File: config.mk
export PLATFORM = sky130hd
export DESIGN_NAME = dchan_irq_hub
export DESIGN_NICKNAME = d
export VERILOG_FILES = /design/src/rtl/dchan_pkg.sv /design/src/rtl/dchan_decode.sv /design/src/rtl/dchan_chan.sv /design/src/rtl/dchan_ctrl.sv /design/src/rtl/dchan_irq_hub.sv
export SDC_FILE = /design/constraint.sdc
export NUM_CORES = 1
export LEC_CHECK = 0
export BUFFER_PORTS_ARGS = -buffer_cell sky130_fd_sc_hd__buf_2
export CAP_MARGIN = 10
export CORE_UTILIZATION = 39
export CTS_BUF_LIST = sky130_fd_sc_hd__clkbuf_4 sky130_fd_sc_hd__clkbuf_8
export DETAILED_ROUTE_END_ITERATION = 8
export GPL_TIMING_DRIVEN = 0
export PLACE_DENSITY = 0.87
export SLEW_MARGIN = 25
export SYNTH_ARGS = -nofsm -noshare
export SYNTH_HDL_FRONTEND = slang
export SYNTH_SLANG_ARGS = --single-unit
File: constraint.sdc
create_clock -name clk -period 3.3 [get_ports clk]
set_clock_uncertainty 0.15 [all_clocks]
set_input_delay 0.99 -clock clk [delete_from_list [all_inputs] [get_ports clk]]
set_output_delay 0.99 -clock clk [all_outputs]
set_load 0.01 [all_outputs]
File: src/rtl/dchan_pkg.sv
package dchan_pkg;

  localparam int NCH = 2;
  localparam int IDW = 4;

  localparam logic [31:0] CTRL_OFS = 32'h0000_0000;
  localparam logic [31:0] ID_BASE  = 32'h0000_2280;
  localparam int          ID_STEP  = 4;

  localparam int DMA_BIT = 0;
  localparam int EXT_BIT = 5;

  function automatic logic [31:0] tf_base(int ch);
    return (ch != 0) ? 32'h0000_3000 : 32'h0000_2000;
  endfunction

  function automatic logic [31:0] mask_ofs(int ch);
    return (ch != 0) ? 32'h0000_3200 : 32'h0000_2200;
  endfunction

  function automatic logic [31:0] stat_ofs(int ch);
    return (ch != 0) ? 32'h0000_3290 : 32'h0000_2290;
  endfunction

  function automatic logic [31:0] alt_ofs(int ch);
    return (ch != 0) ? 32'h0000_3380 : 32'h0000_2380;
  endfunction

  typedef struct packed {
    logic           ctrl;
    logic [NCH-1:0] mask;
    logic [NCH-1:0] stat;
    logic [NCH-1:0] tf;
    logic [NCH-1:0] alt;
    logic [IDW-1:0] ident;
  } hit_t;

endpackage

File: src/rtl/dchan_decode.sv
module dchan_decode
  import dchan_pkg::*;
#(
  parameter int ADDR_W = 14,
  parameter int STEP   = 6,
  parameter int NREG   = 8,
  parameter int IDX_W  = $clog2(NREG)
) (
  input  logic [ADDR_W-1:0] addr_i,
  output hit_t              hit_o,
  output logic [IDX_W-1:0]  idx_o
);

  localparam logic [31:0] WIN_SPAN = 32'(NREG) << STEP;

  logic [31:0]    a32;
  logic [NCH-1:0] mask_h, stat_h, tf_h, alt_h;
  logic [IDW-1:0] id_h;
  logic [IDX_W-1:0] idx_ch [NCH];

  assign a32 = 32'(addr_i);

  for (genvar ch = 0; ch < NCH; ch++) begin : g_ch
    logic [31:0] off;
    assign off         = a32 - tf_base(ch);
    assign tf_h[ch]    = (a32 >= tf_base(ch)) && (off < WIN_SPAN) &&
                         (off[STEP-1:0] == '0);
    assign idx_ch[ch]  = off[STEP +: IDX_W];
    assign mask_h[ch]  = (a32 == mask_ofs(ch));
    assign stat_h[ch]  = (a32 == stat_ofs(ch));
    assign alt_h[ch]   = (a32 == alt_ofs(ch));
  end

  for (genvar k = 0; k < IDW; k++) begin : g_id
    assign id_h[k] = (a32 == ID_BASE + 32'(ID_STEP * k));
  end

  always_comb begin
    hit_o.ctrl  = (a32 == CTRL_OFS);
    hit_o.mask  = mask_h;
    hit_o.stat  = stat_h;
    hit_o.tf    = tf_h;
    hit_o.alt   = alt_h;
    hit_o.ident = id_h;
  end

  always_comb begin
    idx_o = idx_ch[0];
    for (int ch = 1; ch < NCH; ch++) begin
      if (tf_h[ch]) idx_o = idx_ch[ch];
    end
  end

endmodule

File: src/rtl/dchan_chan.sv
module dchan_chan (
  input  logic clk,
  input  logic rst_n,
  input  logic set_i,
  input  logic clr_i,
  input  logic raw_i,
  output logic en_o,
  output logic req_o
);

  logic en_q, en_d;

  always_comb begin
    en_d = en_q;
    if (set_i)      en_d = 1'b1;
    else if (clr_i) en_d = 1'b0;
  end

  always_ff @(posedge clk or negedge rst_n) begin
    if (!rst_n)              en_q <= 1'b0;
    else if (set_i || clr_i) en_q <= en_d;
  end

  assign en_o  = en_q;
  assign req_o = en_q & raw_i;

  AST_WRITE_SETS_EN: assert property (@(posedge clk) disable iff (!rst_n)
    set_i |=> en_o);
  AST_READ_CLEARS_EN: assert property (@(posedge clk) disable iff (!rst_n)
    (clr_i && !set_i) |=> !en_o);
  AST_EN_UNTOUCHED: assert property (@(posedge clk) disable iff (!rst_n)
    (!set_i && !clr_i) |=> $stable(en_o));

endmodule

File: src/rtl/dchan_ctrl.sv
module dchan_ctrl
  import dchan_pkg::*;
(
  input  logic       clk,
  input  logic       rst_n,
  input  logic       we_i,
  input  logic [7:0] wdata_i,
  output logic [7:0] q_o,
  output logic       route_o,
  output logic       ext_o
);

  logic [7:0] q_r, q_d;

  always_comb begin
    q_d = q_r;
    if (we_i) q_d = wdata_i;
  end

  always_ff @(posedge clk or negedge rst_n) begin
    if (!rst_n)    q_r <= '0;
    else if (we_i) q_r <= q_d;
  end

  assign q_o     = q_r;
  assign route_o = q_r[DMA_BIT];
  assign ext_o   = q_r[EXT_BIT];

  AST_ZERO_CLOSES_WINDOW: assert property (@(posedge clk) disable iff (!rst_n)
    (we_i && wdata_i == 8'h00) |=> (!route_o && !ext_o));

endmodule

File: src/rtl/dchan_irq_hub.sv
module dchan_irq_hub
  import dchan_pkg::*;
#(
  parameter int             ADDR_W   = 14,
  parameter int             STEP     = 6,
  parameter int             NREG     = 8,
  parameter logic [IDW-1:0] BOARD_ID = 4'd3
) (
  input  logic              clk,
  input  logic              rst_n,
  input  logic [ADDR_W-1:0] bus_addr,
  input  logic              bus_rd,
  input  logic              bus_wr,
  input  logic [7:0]        bus_wdata,
  output logic [7:0]        bus_rdata,
  input  logic [1:0]        drv_irq,
  output logic              host_irq,
  output logic              dma_route,
  output logic              ext_win_en,
  output logic [1:0]        tf_cs,
  output logic [2:0]        tf_reg,
  output logic [1:0]        alt_cs
);

  localparam int IDX_W = $clog2(NREG);

  logic [1:0] rs_q;
  logic       rst_sync_n;

  always_ff @(posedge clk or negedge rst_n) begin
    if (!rst_n) rs_q <= 2'b00;
    else        rs_q <= {rs_q[0], 1'b1};
  end
  assign rst_sync_n = rs_q[1];

  hit_t             hit;
  logic [IDX_W-1:0] idx;

  dchan_decode #(.ADDR_W(ADDR_W), .STEP(STEP), .NREG(NREG)) u_dec (
    .addr_i (bus_addr),
    .hit_o  (hit),
    .idx_o  (idx)
  );

  logic [7:0] ctrl_q;

  dchan_ctrl u_ctrl (
    .clk     (clk),
    .rst_n   (rst_sync_n),
    .we_i    (bus_wr & hit.ctrl),
    .wdata_i (bus_wdata),
    .q_o     (ctrl_q),
    .route_o (dma_route),
    .ext_o   (ext_win_en)
  );

  logic [NCH-1:0] en_vec, req_vec;

  for (genvar ch = 0; ch < NCH; ch++) begin : g_chan
    dchan_chan u_chan (
      .clk   (clk),
      .rst_n (rst_sync_n),
      .set_i (bus_wr & hit.mask[ch]),
      .clr_i (bus_rd & hit.mask[ch]),
      .raw_i (drv_irq[ch]),
      .en_o  (en_vec[ch]),
      .req_o (req_vec[ch])
    );
  end

  assign host_irq = |req_vec;

  always_comb begin
    bus_rdata = '0;
    if (hit.ctrl) bus_rdata = ctrl_q;
    for (int ch = 0; ch < NCH; ch++) begin
      if (hit.mask[ch]) bus_rdata[0] = en_vec[ch];
      if (hit.stat[ch]) bus_rdata[0] = drv_irq[ch];
    end
    for (int k = 0; k < IDW; k++) begin
      if (hit.ident[k]) bus_rdata[0] = BOARD_ID[k];
    end
  end

  logic acc_open;
  assign acc_open = (bus_rd | bus_wr) & ext_win_en;

  assign tf_cs  = hit.tf  & {NCH{acc_open}};
  assign alt_cs = hit.alt & {NCH{acc_open}};
  assign tf_reg = 3'(idx);

  AST_QUIET_WHEN_MASKED: assert property (@(posedge clk) disable iff (!rst_sync_n)
    (en_vec == '0) |-> !host_irq);
  AST_ONE_SELECT: assert property (@(posedge clk) disable iff (!rst_sync_n)
    $onehot0({tf_cs, alt_cs}));
  AST_WINDOW_CLOSED: assert property (@(posedge clk) disable iff (!rst_sync_n)
    !ext_win_en |-> (tf_cs == '0 && alt_cs == '0));

endmodule

==> metrics <==
final hold vios 0; largest net degree at the start of global routing 11; Initial Util 41.2%; post-place setup slack -0.479 ns; post-cts hold buffer count 0; reg-to-reg slack, setup 2.37 ns; clk slew on worst S/H paths 0.08 ns; routed len/inst 12.0 microns; setup-violating endpoint count in the final report 12; antenna violations before repair 0; mux contribution to synthesized area 12.7%; CP cell instances buf_6 -> or4_4 -> buf_6 -> nor4b_4 -> buf_6 -> and2_4 -> buf_6; Synth Register Bits 12; post-DP HPWL 1360 microns; Synth Net Count 99; RSZ-0062 raised after global routing yes; CORE AREA 0.00173 sq mm; Synth top cells by count 12 x dfrtp_1, 8 x mux2_2, 7 x and2_1; post-synthesis sequential area ratio 42.2%; Final period util 108%; most used cell, CP buf_6; Die Span Y 44.7 microns; Die ar. 0.00200 sq mm; Fmax 281 MHz; final antenna-violating net count 0; adder-cell share of the synthesized area 0%; total CTS buffers 3; Iter 0 DRT Violations 18; Die W 44.7 microns; Post-synth top flop dfrtp_1; CP max FO 8; max cap viols 0; slowest CP cell or4_4; count leader, synth dfrtp_1; synthesized instance count 71; R2R depth 1; Pwr Total 308 uW; vias in the first global route 615; GRT Overall Usage 17.3%; post-layout instance area 0.00117 sq mm; Leakage 0.000602 uW; IO Pins 46; ANT cells 0; critical path endpoint category primary output; main combinational cell family by area after synthesis simple AND/OR/NAND/NOR gates; maximum root-to-sink buffer count 2; vias per cell 4.99; total grt overflow 0; Peak VDD IR 211 uV; Sink Count 12; drt drc 0; final net count 152; Post-Route WL 1770 microns; dominant cell type by area after synthesis dfrtp_1; Async S/R FF share, synth 100%; worst reg2reg path startpoint u_ctrl.q_o[5]$_DFFE_PN0P_; Crit path required time 2.16 ns; Max Transition Viols Final 0; row count 15; synthesized area per cell 10.0 sq um; via count 738; clock latency on the worst-skew pair 0.26 ns; Port Buffer Count 45; Max stage delay on crit path 0.53 ns; failing checks negative setup slack; outcome finished, violations left; Post-synth EDFFs 0; share of cells above drive strength 1 67.5%; Pre-antenna DRT Iters 4; crit path DAT 2.41 ns; post-place instance area 0.00102 sq mm; mapped cell area 712 sq um; synthesis-to-finish area growth 64.9%; first-pass GRT wire length 2500 microns; htree depth 1; top cell type's share of synthesized area 42.2%; Hold WC Path Type register to asynchronous set/reset pin; Placer Congestion 0.843; fin worst setup slack -0.254 ns; xor and xnor fraction of the mapped netlist area 0%; post-synthesis simple-gate area fraction 29.3%; pwr/cell area 262 mW/mm^2; CTS tree yes; Synth area leaders dfrtp_1 42%, mux2_2 13%, and2_1 6.2%; post-layout minimum cycle time 3.55 ns; Setup crit start kind primary input; Netlist cell types 27; r2r endpoint u_ctrl.q_o[5]$_DFFE_PN0P_; yosys warns 0; Min Hold Slack 0.0135 ns; Root Buffer clkbuf_4; kind of critical path primary input to primary output; Synth Area in Compound Gates 9.31%
==> cells in the final DEF, fill, tap and decap left out, drive strengths merged, types with 3 or more instances in the layout <==
cell / count
mux2: 8
nor3: 3
nor2: 4
and2: 7
inv: 4
or4: 3
nand2: 5
dfrtp: 12
buf: 52
clkbuf: 4
nor4: 4
==> power by group <==
| part | switching (uW) | internal, uW |
|---|---|---|
| combinational | 20.9 | 20.9 |
| sequential | 2.63 | 148 |
| clock | 48.0 | 67.0 |
| total | 71.5 | 236 |
==> registers in the layout (all words and copies together), names as in the netlist <==
name                count
u_ctrl.q_o              8
g_chan.u_chan.en_o      2
rs_q                    2
==> area by class of cell <==
class / count / area [sq um]
buffer: 3 / 22.5
timing repair buffer: 49 / 319
inverter: 4 / 15.0
tap: 25 / 31.3
fill: 143 / 553
sequential: 12 / 300
multi-input combinational: 51 / 449
clock buffer: 4 / 36.3
==> metal layers <==
layer	vias to the layer above	track usage (%)	routed length, microns
li1	363	-	-
met1	335	20.6	726
met2	40	30.9	879
met3	0	1.60	165
met4	0	9.09	0
met5	-	0	0
==> worst max-delay path, delay by kind of cell <==
| kind | cells | cell delay, ns |
|---|---|---|
| simple gates | 3 | 0.93 |
| buf+inv | 4 | 0.49 |
==> timing repair <==
item,CTS,global route
setup buffers,3,1
pin swaps,12,3
gates resized for setup,10,11
setup endpoints to repair,12,12
==> metrics by stage <==
step	std cells	setup TNS [ns]	utilization (%)
2_1_floorplan	71	-1.77	-
3_3_place_gp	141	-4.61	59.1
3_5_place_dp	141	-4.74	59.1
4_1_cts	147	-3.45	64.6
5_1_grt	148	-3.67	68.0
6_report	148	-2.87	68.0
==> worst max-delay path by stage <==
stage / from / slack (ns) / endpoint / cells past startpoint
2_1_floorplan: bus_addr[0] / -0.26 / alt_cs[0] / 4
3_3_place_gp: bus_addr[0] / -0.47 / alt_cs[0] / 6
3_5_place_dp: bus_addr[0] / -0.48 / alt_cs[1] / 6
4_1_cts: bus_addr[5] / -0.34 / alt_cs[1] / 5
5_1_grt: bus_addr[0] / -0.33 / bus_rdata[6] / 7
6_report: bus_addr[0] / -0.25 / bus_rdata[3] / 7
==> cells by family (layout without fill, tap and decap cells) <==
family | count (synthesis) | in the layout
AND/OR/NAND/NOR | 33 | 33
flip-flops | 12 | 12
AO/OA/AOI/OAI | 9 | 9
multiplexers | 8 | 8
buffers and inverters | 8 | 60
other | 1 | 1
Note: power is estimated with default switching activity, not from simulation.
